$ cat src/rtl/serial_rx_buf.sv
module serial_rx_buf (
  input  logic       clk,
  input  logic       rst_n,
  input  logic       rxd,
  input  logic       baud_tick,
  input  logic       wr_en,
  input  logic       rd_en,
  input  logic [1:0] addr,
  input  logic [7:0] wdata,
  output logic [7:0] rdata,
  input  logic       gie,
  input  logic       tx_done_i,
  input  logic       tx_empty_i,
  output logic       irq_rxc,
  output logic       irq_txc,
  output logic       irq_udre
);
  typedef enum logic [2:0] {IDLE, START, DATA, PAR, STOP} st_t;
  st_t st;
  logic dbl, mpm, ie_rxc, ie_txc, ie_udre, rx_en, pen, podd;
  logic [2:0] size;
  logic [3:0] tcnt, bitn, nbits, half, last;
  logic v0, v1, vote, xacc, pbit;
  logic [8:0] sh, dat;
  logic [11:0] q0, q1, hold, newe, n0, n1, nhold;
  logic [1:0] cnt, ncnt;
  logic hold_v, nhv, rxc, pop, done, push, start_ok, ovr_set, ind;

  assign half     = dbl ? 4'd4 : 4'd8;
  assign last     = dbl ? 4'd7 : 4'd15;
  assign nbits    = (size > 3'd4) ? 4'd9 : {1'b0, size} + 4'd5;
  assign vote     = (v0 & v1) | (v0 & rxd) | (v1 & rxd);
  assign rxc      = cnt != 2'd0;
  assign pop      = rd_en && addr == 2'd0 && rxc;
  assign done     = rx_en && baud_tick && st == STOP && tcnt == half + 4'd1;
  assign dat      = sh >> (4'd9 - nbits);
  assign ind      = (nbits == 4'd9) ? dat[8] : vote;
  assign push     = done && (!mpm || ind);
  assign newe     = {1'b0, pen & (xacc ^ pbit ^ podd), ~vote, dat};
  assign start_ok = rx_en && baud_tick && st == START && tcnt == half && !rxd;
  assign ovr_set  = start_ok && hold_v && cnt == 2'd2 && !pop;

  always_ff @(posedge clk or negedge rst_n) begin
    if (!rst_n) begin
      st <= IDLE; tcnt <= '0; bitn <= '0; v0 <= 1'b1; v1 <= 1'b1;
      sh <= '0; xacc <= 1'b0; pbit <= 1'b0;
    end else if (!rx_en) begin
      st <= IDLE;
    end else if (baud_tick) begin
      if (st != IDLE) tcnt <= tcnt + 4'd1;
      if (tcnt == half - 4'd1) v0 <= rxd;
      if (tcnt == half) v1 <= rxd;
      case (st)
        IDLE: if (!rxd) begin st <= START; tcnt <= 4'd1; end
        START:
          if (tcnt == half && rxd) st <= IDLE;
          else if (tcnt == last) begin
            st <= DATA; tcnt <= '0; bitn <= '0; xacc <= 1'b0;
          end
        DATA: begin
          if (tcnt == half + 4'd1) begin sh <= {vote, sh[8:1]}; xacc <= xacc ^ vote; end
          if (tcnt == last) begin
            tcnt <= '0;
            bitn <= bitn + 4'd1;
            if (bitn == nbits - 4'd1) st <= pen ? PAR : STOP;
          end
        end
        PAR: begin
          if (tcnt == half + 4'd1) pbit <= vote;
          if (tcnt == last) begin tcnt <= '0; st <= STOP; end
        end
        STOP: if (tcnt == half + 4'd1) st <= IDLE;
        default: st <= IDLE;
      endcase
    end
  end

  always_comb begin
    n0 = q0; n1 = q1; ncnt = cnt; nhold = hold; nhv = hold_v;
    if (pop) begin n0 = q1; ncnt = cnt - 2'd1; end
    if (nhv && ncnt < 2'd2) begin
      if (ncnt == 2'd0) n0 = nhold; else n1 = nhold;
      ncnt = ncnt + 2'd1; nhv = 1'b0;
    end
    if (push) begin
      if (ncnt < 2'd2) begin
        if (ncnt == 2'd0) n0 = newe; else n1 = newe;
        ncnt = ncnt + 2'd1;
      end else begin
        nhold = newe; nhv = 1'b1;
      end
    end
    if (ovr_set) begin nhv = 1'b0; n0[11] = 1'b1; end
    if (!rx_en) begin ncnt = 2'd0; nhv = 1'b0; end
  end

  always_ff @(posedge clk or negedge rst_n) begin
    if (!rst_n) begin
      q0 <= '0; q1 <= '0; hold <= '0; cnt <= '0; hold_v <= 1'b0;
      dbl <= 1'b0; mpm <= 1'b0; ie_rxc <= 1'b0; ie_txc <= 1'b0; ie_udre <= 1'b0;
      rx_en <= 1'b0; pen <= 1'b0; podd <= 1'b0; size <= '0;
    end else begin
      q0 <= n0; q1 <= n1; hold <= nhold; cnt <= ncnt; hold_v <= nhv;
      if (wr_en)
        case (addr)
          2'd1: {dbl, mpm} <= wdata[1:0];
          2'd2: {ie_rxc, ie_txc, ie_udre, rx_en} <= wdata[7:4];
          2'd3: begin {podd, pen} <= wdata[5:4]; size <= wdata[2:0]; end
          default: ;
        endcase
    end
  end

  always_comb
    case (addr)
      2'd0:    rdata = rxc ? q0[7:0] : 8'h00;
      2'd1:    rdata = {rxc, rxc & q0[8], 1'b0, rxc & q0[9], rxc & q0[11], rxc & q0[10], dbl, mpm};
      2'd2:    rdata = {ie_rxc, ie_txc, ie_udre, rx_en, 4'b0000};
      default: rdata = {2'b00, podd, pen, 1'b0, size};
    endcase

  assign irq_rxc  = gie & ie_rxc & rxc;
  assign irq_txc  = gie & ie_txc & tx_done_i;
  assign irq_udre = gie & ie_udre & tx_empty_i;
endmodule

$ cat config.mk
export PLATFORM = sky130hd
export DESIGN_NAME = serial_rx_buf
export DESIGN_NICKNAME = d
export VERILOG_FILES = /design/src/rtl/serial_rx_buf.sv
export SDC_FILE = /design/constraint.sdc
export NUM_CORES = 1
export LEC_CHECK = 0
export BUFFER_PORTS_ARGS = -buffer_cell sky130_fd_sc_hd__buf_2
export CAP_MARGIN = 0
export CORE_UTILIZATION = 40
export CTS_CLUSTER_DIAMETER = 200
export DETAILED_ROUTE_END_ITERATION = 10
export GPL_ROUTABILITY_DRIVEN = 0
export HOLD_SLACK_MARGIN = 0.02
export PLACE_DENSITY = 0.59
export SYNTH_ARGS = -nofsm -noshare
export SYNTH_HDL_FRONTEND = slang
export SYNTH_SLANG_ARGS = --single-unit
$ cat constraint.sdc
create_clock -name clk -period 8.9 [get_ports clk]
set_input_delay 1.78 -clock clk [delete_from_list [all_inputs] [get_ports clk]]
set_output_delay 1.78 -clock clk [all_outputs]
set_load 0.005 [all_outputs]
# Word-level counts from Yosys, hierarchy flattened
# Index checks and enable logic that the tools add are counted.
# word_totals
regBits	73
inputBits	19
out_inout_bits	11
word_cells	172
# classes
add_sub_neg	10
magnitude_cmp	3
eq_ne	25
shift	1
mux	52
n_bitwise	21
reduce_logical	38
# ops
op	n
two-way mux 12 bit	11
two-way mux 4 bit	10
two-way mux 3 bit	10
one-hot mux 8 bit (3 select lines)	1
== test 4 bit	5
one-hot mux 3 bit (5 select lines)	1
bitwise AND 1 bit	14
logical AND 1 bit	14
adder 4 x 1 -> 4 bit (second input constant)	3
inequality test 3 bit (second input constant)	4
one-hot mux 4 bit (3 select lines)	1
AND reduction 6 bit	2
two-way mux 1 bit	10
two-way mux 2 bit	5
AND reduction 2 bit	5
>> shifter 9 x 4 -> 9 bit	1
two-way mux 8 bit	1
inequality test 2 bit (second input constant)	4
one-hot mux 4 bit (2 select lines)	1
AND reduction 4 bit	2
subtractor 4 x 1 -> 4 bit (second input constant)	2
AND reduction 7 bit	1
== test 2 bit (second input constant)	3
== test 3 x 2 -> 1 bit (second input constant)	2
25 further kinds	37

# Depth between registers and ports, before layout
# Gate-level depths: netlist of the first run.
# logic_depth
ltp_word	12
ltp_mapped	13
ltp_nobuf	11

# Worst setup path after synthesis of the first run
# No wires, ideal clock.
# synth_path
kind	input -> output
from	input port addr[0]
to	output port rdata[2]
arrival_ps	2585
required_time_ps	7120
path_slack_ps	4535
stages	4
n_path_buf	2
cell_sequence	buf_4 clkbuf_1 mux2i_1 o31ai_1
# synth_between
elab_chain_len	2
elab_cells_between_ends	4
classes_between	2 x eq/ne; 1 x mux; 1 x reduce/logical
# synth_rtl
item	line	rtl
start, declared	8	input logic [1:0] addr,
== test 2 bit, or another cell as far along	115	case (addr)
one-hot mux 8 bit (3 select lines) *	115	
end, declared	10	output logic [7:0] rdata,
# Every way passes the cells marked *; elsewhere a longest branch is shown, timed or not.

# Worst setup path after layout of the first run
# layout_path
from	input port addr[0]
to	output port rdata[4]
# Same word-level chain as after synthesis.

==> results of run 1 <==
-- layer usage --
metal,vias up,wire (um),track usage (%),share of wire [%]
li1,1690,-,-,-
met1,1677,4900,25.4,48
met2,70,4830,32.0,47
met3,8,413,4.16,4.0
met4,0,98,5.38,0.96
met5,-,0,0,0
-- placed cells by master, fill, tap and decap left out, types with 7 or more instances in the layout --
| cell type | count |
|---|---|
| buf_2 | 27 |
| nor2_1 | 20 |
| mux2i_1 | 42 |
| o31ai_1 | 7 |
| nor3_1 | 7 |
| xnor2_1 | 10 |
| clkbuf_16 | 9 |
| nand3_1 | 19 |
| mux2_2 | 31 |
| nand2_1 | 66 |
| o21ai_0 | 25 |
| o211ai_1 | 12 |
| inv_1 | 14 |
| dfrtp_1 | 71 |
| ha_1 | 13 |
| a21oi_1 | 13 |
| o21ai_1 | 8 |
-- metrics by stage --
stage / hold WS, ns / power, mW
finish: 0.513 / 0.980
global route: 0.543 / 1.04
CTS: 0.518 / 0.991
detailed placement: 0.503 / 0.640
global placement: 0.484 / 0.635
floorplan: 0.466 / 0.576
-- power groups by stage --
stage               clock, mW  combinational (mW)  sequential (mW)
floorplan                   0               0.204            0.372
global placement            0               0.244            0.392
detailed placement          0               0.247            0.393
CTS                     0.356               0.248            0.387
global route            0.371               0.278            0.392
finish                  0.345               0.248            0.387
-- registers in the layout, summed over array words and instances (netlist names) --
| signal | cells |
|---|---|
| q0 | 12 |
| q1 | 12 |
| hold | 11 |
| sh | 9 |
| bitn | 4 |
| tcnt | 4 |
| size | 3 |
| st | 3 |
| cnt | 2 |
| dbl | 1 |
| hold_v | 1 |
| ie_rxc | 1 |
| ie_txc | 1 |
| ie_udre | 1 |
| mpm | 1 |
| pbit | 1 |
| pen | 1 |
| podd | 1 |
| rx_en | 1 |
| v0 | 1 |
| v1 | 1 |
| xacc | 1 |
-- cell type report --
type | count | share of cell area [%]
Clock inverter | 7 | 1.20
Clock buffer | 9 | 4.51
Inverter | 15 | 1.13
Sequential cell | 73 | 36.7
Tap cell | 140 | 3.51
Timing Repair Buffer | 29 | 3.01
Multi-Input combinational cell | 347 | 50.0
-- cells by family after synthesis --
group / share of synthesized area (%)
and+or+nand+nor: 16.8
buffers and inverters: 4.16
adders and majority gates: 3.83
xor gates and xnor gates: 2.14
DFF: 40.6
muxes: 18.1
AOI/OAI and AO/OA: 14.5
-- critical path: stages --
cell,delay [ns]
buf_2,0.33
mux4_2,0.55
a21boi_0,0.14
buf_2,0.16
-- final timing paths --
kind	from	endpoint	cells after the start
worst max-delay path	addr[0]	rdata[4]	4
worst min-delay path	hold[2]$_DFFE_PN0P_	hold[2]$_DFFE_PN0P_	2
worst max register to register	size[0]$_DFFE_PN0P_	q0[8]$_DFF_PN0_	8
worst min register to register	hold[2]$_DFFE_PN0P_	hold[2]$_DFFE_PN0P_	2
max in group asynchronous	rst_n	bitn[1]$_DFFE_PN0P_	1
min in group asynchronous	rst_n	ie_rxc$_DFFE_PN0P_	1
==> impl_metrics.py, run 1 <==
metrics = {
    "status": {
        "status": "finished, final reports clean",
    },
    "cts": {
        "cts-htree-levels": 3,
        "clk_pin_slew_worst_paths_ns": 0.06,
        "cts_tree": "done",
        "cts_sinks": 73,
        "cts_inserted_buffers": 9,
        "clk-insertion-delay-late_ns": 0.33,
        "cts_hold_buffers": 0,
        "cts.path.max_buffers": 2,
        "postCtsSetupRepairBufs": 0,
        "cts-root-buf": "clkbuf_16",
        "cts_resized": 0,
    },
    "floorplan": {
        "core_area_um2": 10900,
        "num_rows": 38,
        "start_util_pct": 41.2,
        "die_h_um": 108,
        "boundaryPins": 30,
        "dieArea_um2": 11700,
        "die_x_um": 108,
    },
    "timing": {
        "finalHoldViolations": 0,
        "setup_viol": 0,
        "post-route-min-period_ns": 4.74,
        "timing.fmax_mhz": 211,
        "period_share_pct": 53.3,
        "grt_setup_unrepaired": "false",
        "clock_skew_ns": 0.00928,
        "slew_headroom_pct": 37.3,
        "drv_slew": 0,
        "fin_setup_tns_ns": 0,
        "tightest_slew_ns": 0.940,
        "setup_ws_ns": 4.16,
    },
    "power_and_ir_drop": {
        "p_clk_share_pct": 35.2,
        "pwr-share-comb_pct": 25.3,
        "max-vdd-ir-drop_v": 0.0000979,
        "p_sw_share_pct": 34.3,
        "switching_power_uw": 336,
        "internal_power_uw": 644,
        "p_seq_share_pct": 39.5,
        "cellPowerDensity_nw_per_um2": 196,
        "p_leak_nw": 2.24,
    },
    "logic_synthesis": {
        "synth.largest_area_cell": "dfrtp_1",
        "ys_types": 65,
        "ys_seq_area_share_pct": 40.6,
        "yosys_warnings": 0,
        "avgSynthCellArea_um2": 9.83,
        "synth_seq_cells": 73,
        "synthFlopType": "dfrtp_1",
        "synth_top_area_share_pct": 39.4,
        "async_flop_share_pct": 100,
        "yosysMostFrequentCell": "dfrtp_1",
        "synth_edf_count": 0,
        "netlist_instances": 459,
        "syn_nets": 491,
        "ys_top_cells_by_count": "dfrtp_1 (71), nand2_1 (66), mux2i_1 (42)",
        "synth.cell_area_um2": 4510,
        "synth_area_leaders": "dfrtp_1 (39%), mux2i_1 (9.3%), mux2_2 (7.7%)",
    },
    "critical_path": {
        "required_ns": 7.12,
        "r2r_setup_slack_ns": 4.86,
        "end_kind": "output port",
        "start_kind": "input port",
        "worstPathArrival_ns": 2.96,
        "worstSetupPathType": "input port to output port",
        "cp_max_fo": 18,
    },
    "cells_and_area": {
        "multiInputGateArea_um2": 2490,
        "instances_no_fill": 620,
        "n_fill_cell": 1060,
        "final-seq-area_um2": 1830,
        "fin_nets": 507,
        "antennaDiodeCount": 0,
        "utilization_pct": 45.6,
        "areaGrowthSynthToFinish_pct": 10.6,
        "drive_gt1_share_pct": 19.4,
        "stdcell_area_um2": 4990,
    },
    "place": {
        "hpwl_um": 7420,
        "dpl-instance-area_um2": 4700,
        "dp.cells": 604,
        "post-place-ws_ns": 4.03,
        "io_buffers": 28,
    },
    "run": {
        "cap_violations": 0,
    },
    "detailed_routing": {
        "drt_iter0_markers": 242,
        "vias": 3445,
        "dr.pass1.iters": 5,
        "wire_per_inst_um": 16.5,
        "remaining_drc_errors": 0,
        "drt_wl_total_um": 10200,
        "vias_per_cell": 5.56,
        "ant_nets": 0,
    },
    "global_routing": {
        "antenna_found_initial": 0,
        "grt-ovfl-total": 0,
        "grt_pass1_vias": 3529,
        "grt_usage_pct": 19.3,
        "grt_max_degree": 74,
        "grt_first_pass_wirelength_um": 17500,
    },
    "worst_hold_path": {
        "hold_class": "register to register",
    },
}
No activity file was read; power rests on OpenSTA's default activity.
==> inputs of run 2 (changes only) <==
--- a/config.mk
+++ b/config.mk
@@ -5,6 +5,7 @@
 export SDC_FILE = /design/constraint.sdc
 export NUM_CORES = 1
 export LEC_CHECK = 0
+export ABC_AREA = 1
 export BUFFER_PORTS_ARGS = -buffer_cell sky130_fd_sc_hd__buf_2
 export CAP_MARGIN = 0
 export CORE_UTILIZATION = 40
@@ -12,7 +13,7 @@
 export DETAILED_ROUTE_END_ITERATION = 10
 export GPL_ROUTABILITY_DRIVEN = 0
 export HOLD_SLACK_MARGIN = 0.02
-export PLACE_DENSITY = 0.59
+export PLACE_DENSITY = 0.61
 export SYNTH_ARGS = -nofsm -noshare
 export SYNTH_HDL_FRONTEND = slang
 export SYNTH_SLANG_ARGS = --single-unit
==> constraint.sdc (replaced) <==
create_clock -name clk -period 3.9 [get_ports clk]
set_input_delay 0.78 -clock clk [delete_from_list [all_inputs] [get_ports clk]]
set_output_delay 0.78 -clock clk [all_outputs]
set_load 0.005 [all_outputs]
==> run 2 against run 1 <==
Non-clock buffer count up 3. First-iteration DRC count up 12%. Area after synthesis up 8.2%. Worst setup slack worse by 3.5 ns. Design area up 9.5%. Critical endpoint is now q0[0]$_DFF_PN0_. Largest cell class unchanged. Largest power group is now the clock network.
==> impl_metrics.py, run 2 <==
metrics = {
    "detailed_routing": {
        "remaining_drc_errors": 0,
        "drt_iter0_markers": 272,
        "vias_per_cell": 5.00,
        "ant_nets": 0,
        "dr.pass1.iters": 4,
        "vias": 4438,
        "drt_wl_total_um": 12000,
        "wire_per_inst_um": 13.5,
    },
    "cells_and_area": {
        "reg_top3": "q0: 12 flops, q1: 12 flops, hold: 11 flops",
        "antennaDiodeCount": 0,
        "final_cell_mix": "nand2_1 (253), inv_1 (111), dfrtp_1 (71)",
        "final_common_cell": "nand2_1",
        "fin_nets": 772,
        "n_fill_cell": 1199,
        "stdcell_area_um2": 5460,
        "drive_gt1_share_pct": 10.7,
        "areaGrowthSynthToFinish_pct": 11.9,
    },
    "timing": {
        "fin_setup_tns_ns": 0,
        "period_share_pct": 82.3,
        "clock_skew_ns": 0.00658,
        "post-route-min-period_ns": 3.21,
        "finalHoldViolations": 0,
        "drv_slew": 0,
        "timing.fmax_mhz": 312,
        "setup_viol": 0,
        "tightest_slew_ns": 0.948,
        "grt_setup_unrepaired": "false",
        "slew_headroom_pct": 36.8,
    },
    "logic_synthesis": {
        "yosysMostFrequentCell": "nand2_1",
        "synthFlopType": "dfrtp_1",
        "yosys_warnings": 0,
        "syn_nets": 746,
        "netlist_instances": 714,
        "async_flop_share_pct": 100,
        "avgSynthCellArea_um2": 6.84,
        "ys_seq_area_share_pct": 37.5,
        "synth_edf_count": 0,
        "synth.cell_area_um2": 4880,
        "ys_types": 46,
        "synth.largest_area_cell": "dfrtp_1",
        "ys_top_cells_by_count": "nand2_1 (253), inv_1 (111), dfrtp_1 (71)",
        "synth_top_area_share_pct": 36.4,
        "synth_seq_cells": 73,
        "synth_area_leaders": "dfrtp_1 (36%), nand2_1 (19%), inv_1 (8.5%)",
    },
    "floorplan": {
        "core_area_um2": 11700,
        "die_x_um": 112,
        "dieArea_um2": 12600,
        "start_util_pct": 41.9,
        "die_h_um": 112,
        "num_rows": 39,
        "boundaryPins": 30,
    },
    "worst_hold_path": {
        "hold_class": "register to register",
    },
    "critical_path": {
        "worstPathArrival_ns": 3.44,
        "crit_chain": "inv_1 > ha_1 > inv_1 > nand2_4 > inv_6 > nand2_4 > xor2_1 > ha_1 > nand2_1 > nand2_4 > inv_1 > ha_1 > inv_1 > nor2_4 > nand3_2 > buf_4 > nor2_1 > nor2_1",
        "start_kind": "register",
        "cp_max_fo": 23,
        "worstSetupPathType": "register to register",
        "cp_common_cell": "inv_1",
        "critical_path.slowest_cell": "dfrtp_1",
        "crit_path_max_incr_delay_ns": 0.42,
        "end_kind": "register",
        "required_ns": 4.14,
    },
    "power_and_ir_drop": {
        "cellPowerDensity_nw_per_um2": 416,
        "internal_power_mw": 1.57,
        "switching_power_uw": 703,
        "p_clk_share_pct": 41.2,
        "p_sw_share_pct": 30.9,
        "pwr-share-comb_pct": 21.4,
        "p_seq_share_pct": 37.4,
        "max-vdd-ir-drop_v": 0.000201,
        "p_leak_nw": 2.98,
    },
    "cts": {
        "clk_pin_slew_worst_paths_ns": 0.06,
        "cts_inserted_buffers": 9,
        "cts_tree": "done",
        "cts_hold_buffers": 0,
        "cts-root-buf": "clkbuf_16",
        "postCtsSetupRepairBufs": 0,
        "cts_resized": 0,
        "cts_sinks": 73,
        "cts-htree-levels": 3,
        "clk-insertion-delay-late_ns": 0.34,
        "cts.path.max_buffers": 2,
    },
    "place": {
        "hpwl_um": 8710,
        "dpl-instance-area_um2": 5120,
        "io_buffers": 28,
    },
    "global_routing": {
        "grt_pass1_vias": 4152,
        "antenna_found_initial": 0,
        "grt_max_degree": 74,
        "grt_usage_pct": 20.7,
        "grt-ovfl-total": 0,
        "grt_first_pass_wirelength_um": 20300,
    },
    "run": {
        "cap_violations": 0,
    },
    "status": {
        "status": "finished, final reports clean",
    },
}
[run 2: changes by cell type in the layout (fill, tap and decap cells not counted), moves of 6 or more]
cell / delta
mux2_2: -30
xnor2_1: -7
nand2_4: +7
mux2i_1: -42
o21ai_1: +6
nor2_1: +18
o211ai_1: -10
o21ai_0: +36
nand3_1: +30
nand2_1: +187
inv_1: +97
[run 2: power by group through the flow]
| stage | combinational, mW | sequential (mW) | clock, mW |
|---|---|---|---|
| detailed placement | 0.484 | 0.863 | 0 |
| floorplan | 0.367 | 0.844 | 0 |
| finish | 0.487 | 0.850 | 0.936 |
| CTS | 0.488 | 0.849 | 0.961 |
| global placement | 0.477 | 0.859 | 0 |
| global route | 0.564 | 0.855 | 0.989 |
[run 2: final timing paths]
path,from,slack (ns),end,cells past startpoint
hold reg to reg,sh[1]$_DFFE_PN0P_,0.49,sh[1]$_DFFE_PN0P_,2
setup / recovery,cnt[1]$_DFF_PN0_,0.69,q0[0]$_DFF_PN0_,18
hold / removal,sh[1]$_DFFE_PN0P_,0.49,sh[1]$_DFFE_PN0P_,2
setup reg to reg,cnt[1]$_DFF_PN0_,0.69,q0[0]$_DFF_PN0_,18
max in group asynchronous,rst_n,2.70,tcnt[1]$_DFFE_PN0P_,1
min in group asynchronous,rst_n,0.58,q1[2]$_DFF_PN0_,1
[run 2: worst max-delay path, delay by kind of cell, from the launching register on]
| family | cells | cell delay [ns] |
|---|---|---|
| XOR/XNOR | 1 | 0.28 |
| AND/OR/NAND/NOR | 8 | 0.90 |
| buffers and inverters | 6 | 0.73 |
| flip-flops | 1 | 0.42 |
| adder cells (fa/ha/maj) | 3 | 0.78 |
[run 2: layout make-up]
cell class              instances  area, um2  area share, %
clock buffers                  12        267           4.88
clock inverters                 4       73.8           1.35
inverters                     117        447           8.17
multi-input cells             507       2500           45.7
flip-flops and latches         73       1830           33.5
well taps                     143        179           3.27
repair buffers                 32        173           3.16
[run 2: stage by stage]
| stage | hold slack (ns) | utilization [%] | std cells | power (mW) | worst slack (ns) |
|---|---|---|---|---|---|
| 2_1_floorplan | 0.453 | - | 714 | 1.21 | 0.996 |
| 3_3_place_gp | 0.469 | 43.9 | 872 | 1.34 | 0.537 |
| 3_5_place_dp | 0.478 | 43.9 | 872 | 1.35 | 0.476 |
| 4_1_cts | 0.491 | 46.9 | 888 | 2.30 | 0.708 |
| 5_1_grt | 0.513 | 46.9 | 888 | 2.41 | 0.491 |
| 6_report | 0.487 | 46.9 | 888 | 2.27 | 0.692 |
[run 2: cells by family after synthesis]
group,Yosys count,synth area share [%]
adder cells (fa/ha/maj),13,3.33
flip-flops,73,37.5
AO/OA/AOI/OAI,104,11.7
AND/OR/NAND/NOR,380,34.3
XOR/XNOR,9,1.62
multiplexers,1,0.231
buffers and inverters,134,11.4
[run 2: per-layer routing]
metal	global-route usage, %	vias up	routed length [um]
li1	-	2292	-
met5	0	-	0
met4	5.87	0	134
met3	3.51	11	420
met2	34.0	73	5610
met1	28.3	2062	5830
